--- src/rtl/msgx_pkg.sv ---
// Package: shared widths, opcode encoding and word helpers for the
// message word expansion unit. Assumes 32-bit words, four lanes.
package msgx_pkg;
    localparam int WORD_W = 32;
    localparam int LANES  = 4;
    localparam int VEC_W  = WORD_W * LANES;

    typedef logic [WORD_W-1:0] word_t;
    typedef logic [VEC_W-1:0]  vec_t;

    typedef enum logic {
        OP_PARTIAL = 1'b0,
        OP_FINISH  = 1'b1
    } msgx_op_e;

    // Left rotation of one word, count taken modulo the word width.
    function automatic word_t rotl(input word_t x, input int unsigned n);
        int unsigned s;
        s = n % WORD_W;
        if (s == 0) return x;
        return (x << s) | (x >> (WORD_W - s));
    endfunction

    // Permutation used by the expansion: x ^ rotl15 ^ rotl23.
    function automatic word_t perm1(input word_t x);
        return x ^ rotl(x, 15) ^ rotl(x, 23);
    endfunction
endpackage

--- src/rtl/msgx_partial.sv ---
// Module: msgx_partial
// Purely combinational partial step. Lanes below the last one mix in a
// rotated late word; the last lane omits it because that word is the
// first output of this very window and is not known yet.
// Assumes: late_w carries only the LANES-1 words that are used.
module msgx_partial
    import msgx_pkg::*;
#(
    parameter int ROT_LATE = 15,
    localparam int LATE_W  = (LANES - 1) * WORD_W
) (
    input  vec_t              early_w,
    input  vec_t              mid_w,
    input  logic [LATE_W-1:0] late_w,
    output vec_t              part_w
);
    for (genvar k = 0; k < LANES; k++) begin : g_lane
        if (k < LANES - 1) begin : g_full
            // Full lane: early ^ mid ^ rotated late word, then permute.
            always_comb begin
                part_w[k*WORD_W +: WORD_W] = perm1(
                    early_w[k*WORD_W +: WORD_W] ^ mid_w[k*WORD_W +: WORD_W] ^
                    rotl(late_w[k*WORD_W +: WORD_W], ROT_LATE));
            end
        end else begin : g_short
            // Last lane: rotated term unavailable, permute the rest.
            always_comb begin
                part_w[k*WORD_W +: WORD_W] = perm1(
                    early_w[k*WORD_W +: WORD_W] ^ mid_w[k*WORD_W +: WORD_W]);
            end
        end
    end
endmodule

--- src/rtl/msgx_finish.sv ---
// Module: msgx_finish
// Purely combinational finish step. Each lane xors its partial term
// with a rotated old word and a near word; the last lane then adds the
// missing permutation terms built from the freshly computed lane 0.
// Assumes: partial terms come from msgx_partial of the same window.
module msgx_finish
    import msgx_pkg::*;
#(
    parameter int ROT_OLD = 7,
    parameter int FIX_R0  = 6,
    parameter int FIX_R1  = 15,
    parameter int FIX_R2  = 30
) (
    input  vec_t part_w,
    input  vec_t old_w,
    input  vec_t near_w,
    output vec_t done_w
);
    vec_t base_w;

    for (genvar k = 0; k < LANES; k++) begin : g_lane
        // Uncorrected lane value.
        always_comb begin
            base_w[k*WORD_W +: WORD_W] = rotl(old_w[k*WORD_W +: WORD_W], ROT_OLD) ^
                                         near_w[k*WORD_W +: WORD_W] ^
                                         part_w[k*WORD_W +: WORD_W];
        end
        if (k < LANES - 1) begin : g_pass
            // Lower lanes are final as computed.
            always_comb done_w[k*WORD_W +: WORD_W] = base_w[k*WORD_W +: WORD_W];
        end else begin : g_fix
            // Last lane: complete the permutation with lane 0's new word.
            always_comb begin
                done_w[k*WORD_W +: WORD_W] = base_w[k*WORD_W +: WORD_W] ^
                    rotl(base_w[WORD_W-1:0], FIX_R0) ^
                    rotl(base_w[WORD_W-1:0], FIX_R1) ^
                    rotl(base_w[WORD_W-1:0], FIX_R2);
            end
        end
    end
endmodule

--- src/rtl/msgx_result_reg.sv ---
// Module: msgx_result_reg
// Single-entry result register with a valid flag. Loads on request,
// clears the flag when the consumer takes the result and nothing new
// is loaded. Assumes: load is only raised when the entry is free or
// being consumed in the same cycle.
module msgx_result_reg
    import msgx_pkg::*;
(
    input  logic clk,
    input  logic rst_n,
    input  logic load,
    input  vec_t load_data,
    input  logic out_ready,
    output logic out_valid,
    output vec_t out_data
);
    // Result storage and valid flag update.
    always_ff @(posedge clk) begin
        if (!rst_n) begin
            out_valid <= 1'b0;
            out_data  <= '0;
        end else if (load) begin
            out_valid <= 1'b1;
            out_data  <= load_data;
        end else if (out_ready) begin
            out_valid <= 1'b0;
        end
    end

    // A load always yields a presented result on the next cycle.
    p_load_shows_r7: assert property (@(posedge clk) disable iff (!rst_n)
        load |=> out_valid);

    // A stalled result stays presented and unchanged.
    p_stall_hold_r8: assert property (@(posedge clk) disable iff (!rst_n)
        (out_valid && !out_ready && !load) |=> (out_valid && $stable(out_data)));

    // Valid only drops after the consumer took the result.
    p_drop_needs_take_r9: assert property (@(posedge clk) disable iff (!rst_n)
        ($fell(out_valid) && $past(rst_n)) |-> $past(out_ready));
endmodule

--- src/rtl/msgx_unit.sv ---
// Module: msgx_unit (top)
// Message word expansion unit: partial and finish steps computed in
// parallel, result selected by opcode and registered on acceptance.
// Assumes: operands and opcode are stable while in_valid is high.
module msgx_unit
    import msgx_pkg::*;
(
    input  logic         clk,
    input  logic         rst_n,
    input  logic         in_valid,
    output logic         in_ready,
    input  logic         op_sel,
    input  logic [127:0] opnd_a,
    input  logic [127:0] opnd_b,
    input  logic [127:0] opnd_c,
    output logic         out_valid,
    input  logic         out_ready,
    output logic [127:0] out_data
);
    localparam int LATE_W = (LANES - 1) * WORD_W;

    vec_t     part_res;
    vec_t     fin_res;
    vec_t     sel_res;
    logic     accept;
    msgx_op_e op_e;

    // Partial step: c = oldest words, a = middle words, b = latest words.
    msgx_partial #(.ROT_LATE(15)) u_partial (
        .early_w (opnd_c),
        .mid_w   (opnd_a),
        .late_w  (opnd_b[LATE_W-1:0]),
        .part_w  (part_res)
    );

    // Finish step: a = partial terms, b = old words, c = near words.
    msgx_finish #(.ROT_OLD(7), .FIX_R0(6), .FIX_R1(15), .FIX_R2(30)) u_finish (
        .part_w (opnd_a),
        .old_w  (opnd_b),
        .near_w (opnd_c),
        .done_w (fin_res)
    );

    // Handshake: free when empty or being emptied this cycle.
    always_comb begin
        in_ready = !out_valid || out_ready;
        accept   = in_valid && in_ready;
    end

    // Opcode decode and result select.
    always_comb begin
        op_e    = msgx_op_e'(op_sel);
        sel_res = (op_e == OP_FINISH) ? fin_res : part_res;
    end

    msgx_result_reg u_result (
        .clk       (clk),
        .rst_n     (rst_n),
        .load      (accept),
        .load_data (sel_res),
        .out_ready (out_ready),
        .out_valid (out_valid),
        .out_data  (out_data)
    );

    // Inverse check of a finish lane 0: undoing the mix recovers operand a.
    always_ff @(posedge clk) begin
        if (rst_n && accept && op_sel) begin
            p_fin_lane0_inverse_r4: assert ((sel_res[31:0] ^ rotl(opnd_b[31:0], 7) ^
                                             opnd_c[31:0]) == opnd_a[31:0]);
        end
    end

    // Stalled output blocks new operations.
    p_stall_blocks_r8: assert property (@(posedge clk) disable iff (!rst_n)
        (out_valid && !out_ready) |-> !accept);
endmodule

--- config.mk ---
export PLATFORM = sky130hd
export DESIGN_NAME = msgx_unit
export DESIGN_NICKNAME = d
export VERILOG_FILES = /design/src/rtl/msgx_pkg.sv /design/src/rtl/msgx_partial.sv /design/src/rtl/msgx_finish.sv /design/src/rtl/msgx_result_reg.sv /design/src/rtl/msgx_unit.sv
export SDC_FILE = /design/constraint.sdc
export NUM_CORES = 1
export LEC_CHECK = 0
export CAP_MARGIN = 20
export CORE_ASPECT_RATIO = 1.1
export CORE_MARGIN = 1
export CORE_UTILIZATION = 30
export CTS_BUF_LIST = sky130_fd_sc_hd__clkbuf_8
export DETAILED_ROUTE_END_ITERATION = 8
export PLACE_DENSITY = 0.66
export SETUP_SLACK_MARGIN = 0.5
export SLEW_MARGIN = 20
export SYNTH_ARGS = -nofsm -noshare
export SYNTH_HDL_FRONTEND = slang
export SYNTH_SLANG_ARGS = --single-unit
--- constraint.sdc ---
create_clock -name clk -period 3.3 [get_ports clk]
set_clock_uncertainty 0.1 [all_clocks]
set_input_delay 0.495 -clock clk [delete_from_list [all_inputs] [get_ports clk]]
set_output_delay 0.495 -clock clk [all_outputs]
set_load 0.03 [all_outputs]
==> results.ini, run 1 <==
[grt]
use_met2_pct=40.3
grt_max_degree=58
grt.total_usage_pct=21.8
grt_pass1_vias=11900
grt.met1_usage_pct=23.0
overflow=0
grt_pass1_wl_um=73900
grt_antenna_before_repair=2
grt_busiest_layer=met2
grt_use_met3_pct=5.45

[synthesis]
synthFlopType=dfxtp_1
syn_nets=1572
synth_seq_cells=129
ys_seq_area_share_pct=19.0
netlist_instances=1183
synth.cell_area_um2=13600
synth_cell_types=42
yosysTopAreaCell=xnor3_1
synth_edf_count=0
yosysWarnings=0
netlist_top_cells_count=267 x xnor2_1, 136 x xnor3_1, 129 x dfxtp_1
synth_top_area_share_pct=22.6
synth_area_leaders=xnor3_1 23%, dfxtp_1 19%, xnor2_1 17%, xor3_1 9.8%, xor2_1 5.5%
synthArstFlopShare_pct=0
yosysMostFrequentCell=xnor2_1
avgSynthCellArea_um2=11.5

[critical_path]
timing.rr.end=u_result.out_data[36]
critical_path_arrival_ns=2.12
critical_path_required_ns=2.70
critPathLaunchType=input pin
r2r_cells=6
crit_fanout=6
r2r_start=u_result.out_valid
critical_path_class=input pin to primary output
crit_path_end_kind=primary output
regToRegSetupSlack_ns=1.30

[min_path]
min-delay-start=rst_n
min_path_cells=2
min_path_type=input pin to flip-flop
holdPathEnd=u_result.out_data[44]

[timing]
hold_viol=0
setup_viol=0
tns_ns=0
fmax_mhz=368
hold_slack_ns=0.321
fin_crit_sh_pct=82.3
finalMaxSlewViolations=0
worst_pin_slew_ns=0.848
relSlewSlack_pct=43.1
rsz0062_at_grt=no
fin_crit_ns=2.71

[floorplan]
placementRows=81
initial_core_util_pct=30.4
die_area_um2=46100
ios=519
core-area_um2=44600
dieHeight_um=225
die_width_um=205

[route]
drcViolationCount=0
wire_per_inst_um=22.4
vias=11200
wl_um=51100
ant_nets=0
vias_per_cell=4.91
first_pass_iters=4
drtIter0Drc=393

[power_and_ir_drop]
switchingPower_uw=3040
swShare_pct=37.8
p_comb_share_pct=61.1
internal_power_uw=5010
clockPowerShare_pct=15.2
cellPowerDensity_nw_per_um2=406
seqPwrFrac_pct=23.7
design_power_total_uw=8050
ir_drop_mv=0.236
power_leakage_uw=0.00851

[placement]
port_buffers=518
hpwlAfterDp_um=41400
dp.cells=2247
postPlaceCellArea_um2=19500
gp_congestion=0.930

[final_layout]
layout.cells.non_filler=2279
layout-drive-gt1-share_pct=5.19
finish.instance_area_um2=19800
fillerInstances=4295
nets=2074
multi_input_area_um2=10800
area_growth_pct=46.1
regArea_um2=2580

[clocking]
numClockSinks=129
clockBufferDepth=2
post_cts_resized=0
cts_made_buffers=17
h-tree-depth=4
insertion_delay_ns=0.47
ctsHoldBuffers=0
post-cts-setup-buffers=0
clk_pin_slew_ns=0.08
cts-root-buf=clkbuf_8
cts_tree=built

[run]
max_cap_violations=0

[outcome]
outcome=complete, no violations

-- sequential cells by signal, summed over array words and instances, names as in the netlist --
name and count:
u_result.out_data 128, u_result.out_valid 1
-- worst max path at each step --
stage                    start                     end  slack, ns  depth (start not counted)
floorplan            out_ready   u_result.out_data[31]       1.41                          6
CTS                  out_ready                in_ready       0.58                          4
global route         out_ready                in_ready       0.53                          4
global placement     out_ready                in_ready       0.58                          4
detailed placement  opnd_c[28]  u_result.out_data[107]       0.54                          5
finish               out_ready                in_ready       0.59                          4
-- power by group through the flow --
| stage | combinational, µW | clock (µW) | sequential, µW |
|---|---|---|---|
| after floorplan | 2810 | 0 | 2330 |
| after global placement | 4890 | 0 | 1930 |
| after detailed placement | 4930 | 0 | 1930 |
| after CTS | 4960 | 1280 | 1900 |
| after global routing | 5200 | 1330 | 1930 |
| final | 4920 | 1230 | 1910 |
-- cell families after synthesis --
group                     share of synthesized area (%)
muxes                                              3.12
AOI/OAI and AO/OA                                  14.2
buffers and inverters                              1.79
DFF                                                19.0
and+or+nand+nor                                    3.48
xor gates and xnor gates                           58.3
-- through the flow --
stage / worst slack (ns) / utilization, %
finish: 0.585 / 44.5
global route: 0.534 / 44.5
CTS: 0.580 / 44.5
detailed placement: 0.544 / 43.8
global placement: 0.584 / 43.8
floorplan: 1.41 / -
-- layer usage --
metal / part of all wire [%] / vias up
li1: - / 5232
met1: 37 / 5443
met2: 51 / 439
met3: 7.6 / 75
met4: 4.1 / 0
met5: 0 / -
-- layout make-up --
class | instances | share of cell area [%]
clock buffer | 19 | 1.32
clock inverter | 11 | 0.265
timing repair buffer | 541 | 27.3
inverter | 3 | 0.0568
antenna | 2 | 0.0252
tap | 581 | 3.67
multi-input combinational | 993 | 54.3
sequential | 129 | 13.0
-- cells in the final DEF (no fill, tap or decap), types with 3 or more instances in the layout --
| master | count |
|---|---|
| a221oi_2 | 4 |
| or3_1 | 3 |
| a21o_1 | 8 |
| buf_12 | 5 |
| inv_1 | 5 |
| a21oi_2 | 3 |
| or2_1 | 4 |
| nor2b_1 | 19 |
| nor2_1 | 19 |
| a211oi_1 | 12 |
| a21boi_0 | 4 |
| xor2_1 | 86 |
| dfxtp_1 | 129 |
| clkbuf_8 | 19 |
| a22oi_1 | 23 |
| xor3_2 | 3 |
| xnor2_1 | 267 |
| mux2_2 | 3 |
| a21oi_1 | 81 |
| clkinv_2 | 6 |
| o21ai_1 | 28 |
| nor3b_1 | 12 |
| xnor3_1 | 136 |
| mux2i_1 | 39 |
| xnor2_2 | 9 |
| a31oi_1 | 8 |
| xnor3_2 | 9 |
| nand3_1 | 6 |
| nand2_1 | 14 |
| a22o_1 | 39 |
| xor3_1 | 56 |
| o2bb2ai_1 | 25 |
| clkdlybuf4s50_1 | 516 |
| o21ai_0 | 59 |
| buf_4 | 20 |
| o2111a_1 | 3 |
-- worst max-delay path: stages --
cell	delay, ns
clkdlybuf4s50_1	0.46
and2b_1	0.27
inv_2	0.16
clkdlybuf4s50_1	0.72
Note: power is estimated with default switching activity, not from simulation.
==> inputs of run 2 (changes only) <==
Settings changed: PLACE_DENSITY 0.66 to 0.69.
Clock period 3.3 ns to 2.36 ns, I/O delays scaled along.
==> run 2 against run 1 <==
  * Via count is 2.3% higher
  * Routed wire length up 0.98%
  * Sequential power increased by 40%
  * Setup slack worse by 0.098 ns
  * Register-to-register slack worse by 0.67 ns
==> results.ini, run 2 (synthesized netlist as in run 1, its figures left out) <==
[outcome]
outcome=complete, no violations

[clocking]
cts_tree=built
clk_pin_slew_ns=0.08  ; about the same
cts-root-buf=clkbuf_8
cts_made_buffers=17  ; unchanged
ctsHoldBuffers=0  ; unchanged
clockBufferDepth=2  ; unchanged
numClockSinks=129  ; unchanged
h-tree-depth=4  ; unchanged
insertion_delay_ns=0.50  ; +0.03 ns

[route]
ant_nets=0  ; unchanged
first_pass_iters=5  ; +1
drcViolationCount=0  ; unchanged
drtIter0Drc=434  ; +10%
wl_um=51600  ; +0.98%
wire_per_inst_um=21.8  ; -2.7%
vias=11500  ; +2.3%
vias_per_cell=4.84  ; -1.4%

[timing]
tns_ns=0  ; unchanged
worst_pin_slew_ns=0.799  ; -0.0493 ns
setup_viol=0  ; unchanged
fmax_mhz=534
relSlewSlack_pct=46.4  ; +3.3 points
timing.final.ws_setup_ns=0.487  ; -0.0981 ns
fin_crit_ns=1.87
fin_crit_sh_pct=79.4
finalMaxSlewViolations=0  ; unchanged
rsz0062_at_grt=yes
hold_viol=0  ; unchanged

[floorplan]
core-area_um2=44600  ; unchanged
die_width_um=205  ; unchanged
placementRows=81  ; unchanged
dieHeight_um=225  ; unchanged
ios=519  ; unchanged
die_area_um2=46100  ; unchanged
initial_core_util_pct=30.4  ; unchanged

[power_and_ir_drop]
ir_drop_mv=0.361  ; +53%
power_leakage_uw=0.00957  ; +12%
cellPowerDensity_nw_per_um2=569  ; +40%

[final_layout]
layout-drive-gt1-share_pct=12.2  ; +7.0 points
largest_reg_flops=128  ; unchanged
regArea_um2=2580  ; about the same
final_common_cell=clkdlybuf4s50_1
mostFrequentLayoutCells=383 x clkdlybuf4s50_1, 251 x xnor2_1, 128 x dfxtp_1
fillerInstances=4200  ; -2.2%
area_growth_pct=52.7
nets=2159  ; +4.1%
top_regs=u_result.out_data (128), u_result.out_valid (1)
multi_input_area_um2=10900  ; +1.5%
layout.cells.non_filler=2365  ; +3.8%
top_register=u_result.out_data
fin_util_pct=46.5  ; +2.0 points

[critical_path]
critical_path_required_ns=2.68  ; -0.02 ns
critical_path_arrival_ns=2.20  ; +0.08 ns
critPathLaunchType=input pin
crit_path_end_kind=flip-flop
crit_fanout=4  ; -2
critical_path_class=input pin to flip-flop

[grt]
grt_pass1_wl_um=74900  ; +1.3%
grt.total_usage_pct=22.1  ; +0.29 points
overflow=0  ; unchanged
grt_antenna_before_repair=0  ; -2
grt_max_degree=95  ; +64%
grt_pass1_vias=12300  ; +3.2%

[placement]
dp.cells=2328  ; +3.6%
gp_congestion=0.939  ; +0.99%
place_ws_ns=-0.168  ; -0.712 ns
hpwlAfterDp_um=42200  ; +1.8%
port_buffers=518  ; unchanged

[run]
max_cap_violations=0  ; unchanged

[min_path]
min_path_type=input pin to flip-flop

==> run 2: cell types whose count changed in the layout (fill, tap and decap cells not counted), moves of 4 or more <==
| cell | before | now |
|---|---|---|
| clkdlybuf4s50_1 | 516 | 383 |
| dlygate4sd2_1 | 0 | 119 |
| buf_4 | 20 | 93 |
| xnor2_1 | 267 | 251 |
| xnor2_2 | 9 | 25 |
| buf_12 | 5 | 16 |
| xnor3_1 | 136 | 125 |
| xnor3_2 | 9 | 20 |
| clkdlybuf4s15_2 | 0 | 6 |
| clkdlybuf4s15_1 | 0 | 4 |
==> run 2: per-layer routing <==
| layer | GRT usage (%) | routed length (µm) |
|---|---|---|
| met1 | 23.5 | 19000 |
| met2 | 41.5 | 26900 |
| met3 | 5.25 | 3970 |
| met4 | 8.88 | 1760 |
| met5 | 0 | 0 |
==> run 2: final cells by class <==
cell class	instances	area share [%]
antenna	1	0.0121
clock buffer	20	1.33
clock inverter	12	0.682
inverter	3	0.0543
multi-input combinational	993	52.7
sequential	129	12.5
tap	581	3.51
timing repair buffer	626	29.2
==> run 2: critical path, stage by stage <==
cell and delay (ns):
clkdlybuf4s50_1 0.51, xnor3_2 0.57, xor2_1 0.20, xnor3_1 0.36, a221oi_2 0.20
==> run 2: per-stage QoR <==
step                instance area (µm²)  total power, µW  hold slack [ns]
detailed placement                20300             9850            0.401
floorplan                         13600             7190            0.415
finish                            20700            11800            0.238
global placement                  20300             9790            0.376
global route                      20700            12400            0.271
CTS                               20600            11900            0.214
==> run 2: final timing paths <==
kind / start / endpoint / slack [ns] / depth (start not counted)
setup reg to reg: u_result.out_valid / u_result.out_data[24] / 0.63 / 7
setup / recovery: opnd_a[5] / u_result.out_data[107] / 0.49 / 5
hold / removal: rst_n / u_result.out_valid / 0.24 / 3
hold reg to reg: u_result.out_data[108] / u_result.out_data[108] / 0.41 / 2
==> run 2: repair_timing <==
item | in CTS | in global routing
gates resized for setup | 157 | 28
pin swaps | 2 | 15
endpoints found under the setup margin | 144 | 26
setup buffers | 1 | 3
==> run 2: where the power goes <==
part | switching [µW] | internal [µW]
combinational | 3150 | 3830
sequential | 192 | 2480
clock | 1020 | 1110
total | 4360 | 7430
==> inputs of run 3 (changes only) <==
Settings changed: PLACE_DENSITY 0.69 to 0.66.
Clock period 2.36 ns to 1.95 ns, I/O delays scaled along.
==> run 3 against run 2 <==
  * Via count grew 12%
  * Sequential power increased by 26%
  * Total power is 35% higher
  * Largest cell class unchanged
  * Global-route usage rose by 1.8 points
  * Highest routed layer is now met5
  * Routed wire length rose by 14%
  * Non-clock buffer count increased by 313
==> results.ini, run 3 (synthesized netlist as in run 1, its figures left out) <==
[floorplan]
initial_core_util_pct=30.4  ; unchanged
die_area_um2=46100  ; unchanged
die_width_um=205  ; unchanged
core-area_um2=44600  ; unchanged
ios=519  ; unchanged
dieHeight_um=225  ; unchanged
placementRows=81  ; unchanged

[critical_path]
worst_path_most_repeated_cell=buf_4
timing.rr.end=u_result.out_data[104]
critPathLaunchType=flip-flop
path_buf_inv=4  ; +3
r2r_cells=8  ; +1
critical_path_class=flip-flop to flip-flop
crit_slowest_cell=a22oi_1
crit_family=compound AO/OA/AOI/OAI gates
regToRegSetupSlack_ns=0.17  ; -0.46 ns
cp_cell_sequence=and2b_4 > inv_8 > buf_4 > a21oi_2 > buf_12 > buf_4 > a22oi_1 > o21ai_1
r2r_start=u_result.out_valid
crit_start=u_result.out_valid
max_stage_delay_ns=0.36  ; -0.21 ns
critical_path_required_ns=2.20  ; -0.48 ns
crit_fanout=12  ; +8
crit_cells=8  ; +3
crit_path_end=u_result.out_data[104]
critical_path_arrival_ns=2.04  ; -0.16 ns
crit_path_end_kind=flip-flop

[timing]
setup_viol=0  ; unchanged
hold_viol=0  ; unchanged
rsz0062_at_grt=yes
fmax_mhz=561
tns_ns=0  ; unchanged
finalMaxSlewViolations=0  ; unchanged
fin_crit_sh_pct=91.4
worst_pin_slew_ns=0.650  ; -0.148 ns
relSlewSlack_pct=56.3  ; +9.9 points
fin_crit_ns=1.78

[clocking]
cts-root-buf=clkbuf_8
insertion_delay_ns=0.47  ; -0.03 ns
ctsHoldBuffers=0  ; unchanged
cts_tree=built
cts_made_buffers=17  ; unchanged
clk_pin_slew_ns=0.09  ; about the same
numClockSinks=129  ; unchanged
clockBufferDepth=2  ; unchanged
h-tree-depth=4  ; unchanged

[grt]
grt_pass1_wl_um=80800  ; +7.8%
grt.total_usage_pct=24.0  ; +1.8 points
overflow=0  ; unchanged
grt_pass1_vias=13100  ; +6.6%
grt_antenna_before_repair=4  ; +4
grt_max_degree=57  ; -40%

[route]
drtIter0Drc=558  ; +29%
wire_per_inst_um=22.0  ; +0.65%
wl_um=58900  ; +14%
drcViolationCount=0  ; unchanged
ant_nets=0  ; unchanged
vias_per_cell=4.79  ; -1.0%
vias=12800  ; +12%
first_pass_iters=4  ; -1

[run]
max_cap_violations=0  ; unchanged

[outcome]
outcome=complete, no violations

[placement]
hpwlAfterDp_um=46000  ; +9.0%
port_buffers=518  ; unchanged
gp_congestion=0.974  ; +3.7%

[final_layout]
top_regs=u_result.out_data (128), u_result.out_valid (1)
mostFrequentLayoutCells=426 x buf_4, 278 x clkdlybuf4s50_1, 210 x xnor2_1
fin_util_pct=55.2  ; +8.7 points
layout-drive-gt1-share_pct=41.2  ; +29 points
final_common_cell=buf_4
top_register=u_result.out_data
nets=2473  ; +15%
fillerInstances=3819  ; -9.1%
area_growth_pct=81.2
largest_reg_flops=128  ; unchanged

[power_and_ir_drop]
cellPowerDensity_nw_per_um2=645  ; +13%
power_leakage_uw=0.0122  ; +28%
design_power_total_uw=15900  ; +35%
ir_drop_mv=0.406  ; +13%

[min_path]
min_path_type=input pin to flip-flop

==> run 3: cell types whose count changed in the layout (fill, tap and decap cells not counted), moves of 18 or more <==
cell             previous run  this run
xnor2_2                    25        61
o21ai_2                     0        19
clkdlybuf4s50_1           383       278
dfxtp_2                     1        45
o21ai_1                    28        10
xnor2_1                   251       210
dfxtp_1                   128        72
buf_4                      93       426
dlymetal6s2s_1              2        95
buf_6                       2        95
xor3_2                      5        30
xor3_1                     54        29
dlygate4sd2_1             119        11
==> run 3: per-stage QoR <==
step / hold WS, ns / instances / setup WS, ns / cell area, µm²
floorplan: 0.392 / 1183 / 0.312 / 13900
global placement: 0.367 / 2555 / -0.477 / 22200
detailed placement: 0.391 / 2555 / -0.500 / 22200
CTS: 0.188 / 2605 / 0.196 / 23000
global route: 0.243 / 2680 / 0.169 / 24600
finish: 0.218 / 2680 / 0.167 / 24600
==> run 3: worst min-delay path, stage by stage <==
cell and delay, ns:
dlymetal6s2s_1 0.13, xnor2_1 0.11, a21oi_2 0.14, a21oi_1 0.07
==> run 3: where the power goes <==
group          switching (µW)  leakage, µW  total (µW)  internal [µW]
registers                 322      0.00109        3370           3040
clock network            1220     0.000202        2360           1140
logic                    4350       0.0110       10100           5790
total                    5890       0.0122       15900           9970
==> run 3: layout make-up <==
type / instances / area (µm²) / area share (%)
inverter: 3 / 18.8 / 0.0763
clock buffer: 18 / 248 / 1.01
tap: 581 / 727 / 2.95
sequential: 129 / 2680 / 10.9
timing repair buffer: 939 / 9030 / 36.7
multi-input combinational: 994 / 11800 / 47.8
antenna: 2 / 5.00 / 0.0203
clock inverter: 14 / 125 / 0.509
==> run 3: worst min-delay path by stage <==
| stage | start | to | cells past startpoint | slack (ns) |
|---|---|---|---|---|
| after floorplan | in_valid | u_result.out_valid | 2 | 0.39 |
| after global placement | u_result.out_data[100] | u_result.out_data[100] | 2 | 0.37 |
| after detailed placement | u_result.out_data[100] | u_result.out_data[100] | 2 | 0.39 |
| after CTS | op_sel | u_result.out_data[41] | 3 | 0.19 |
| after global routing | opnd_b[56] | u_result.out_data[63] | 4 | 0.24 |
| final | opnd_b[56] | u_result.out_data[63] | 4 | 0.22 |
==> run 3: layer usage <==
metal	vias to the layer above	wire (µm)	global-route usage, %
met1	6189	21700	25.9
met5	-	27	0
met3	93	4170	5.81
li1	6041	-	-
met2	515	30500	43.8
met4	4	2390	10.4
==> run 3: repair_timing <==
action / 4_1_cts / 5_1_grt
pin swaps: 27 / 138
buffers inserted: 15 / 66
gates cloned: 3 / 7
setup endpoints to repair: 255 / 156
resized for setup: 921 / 286
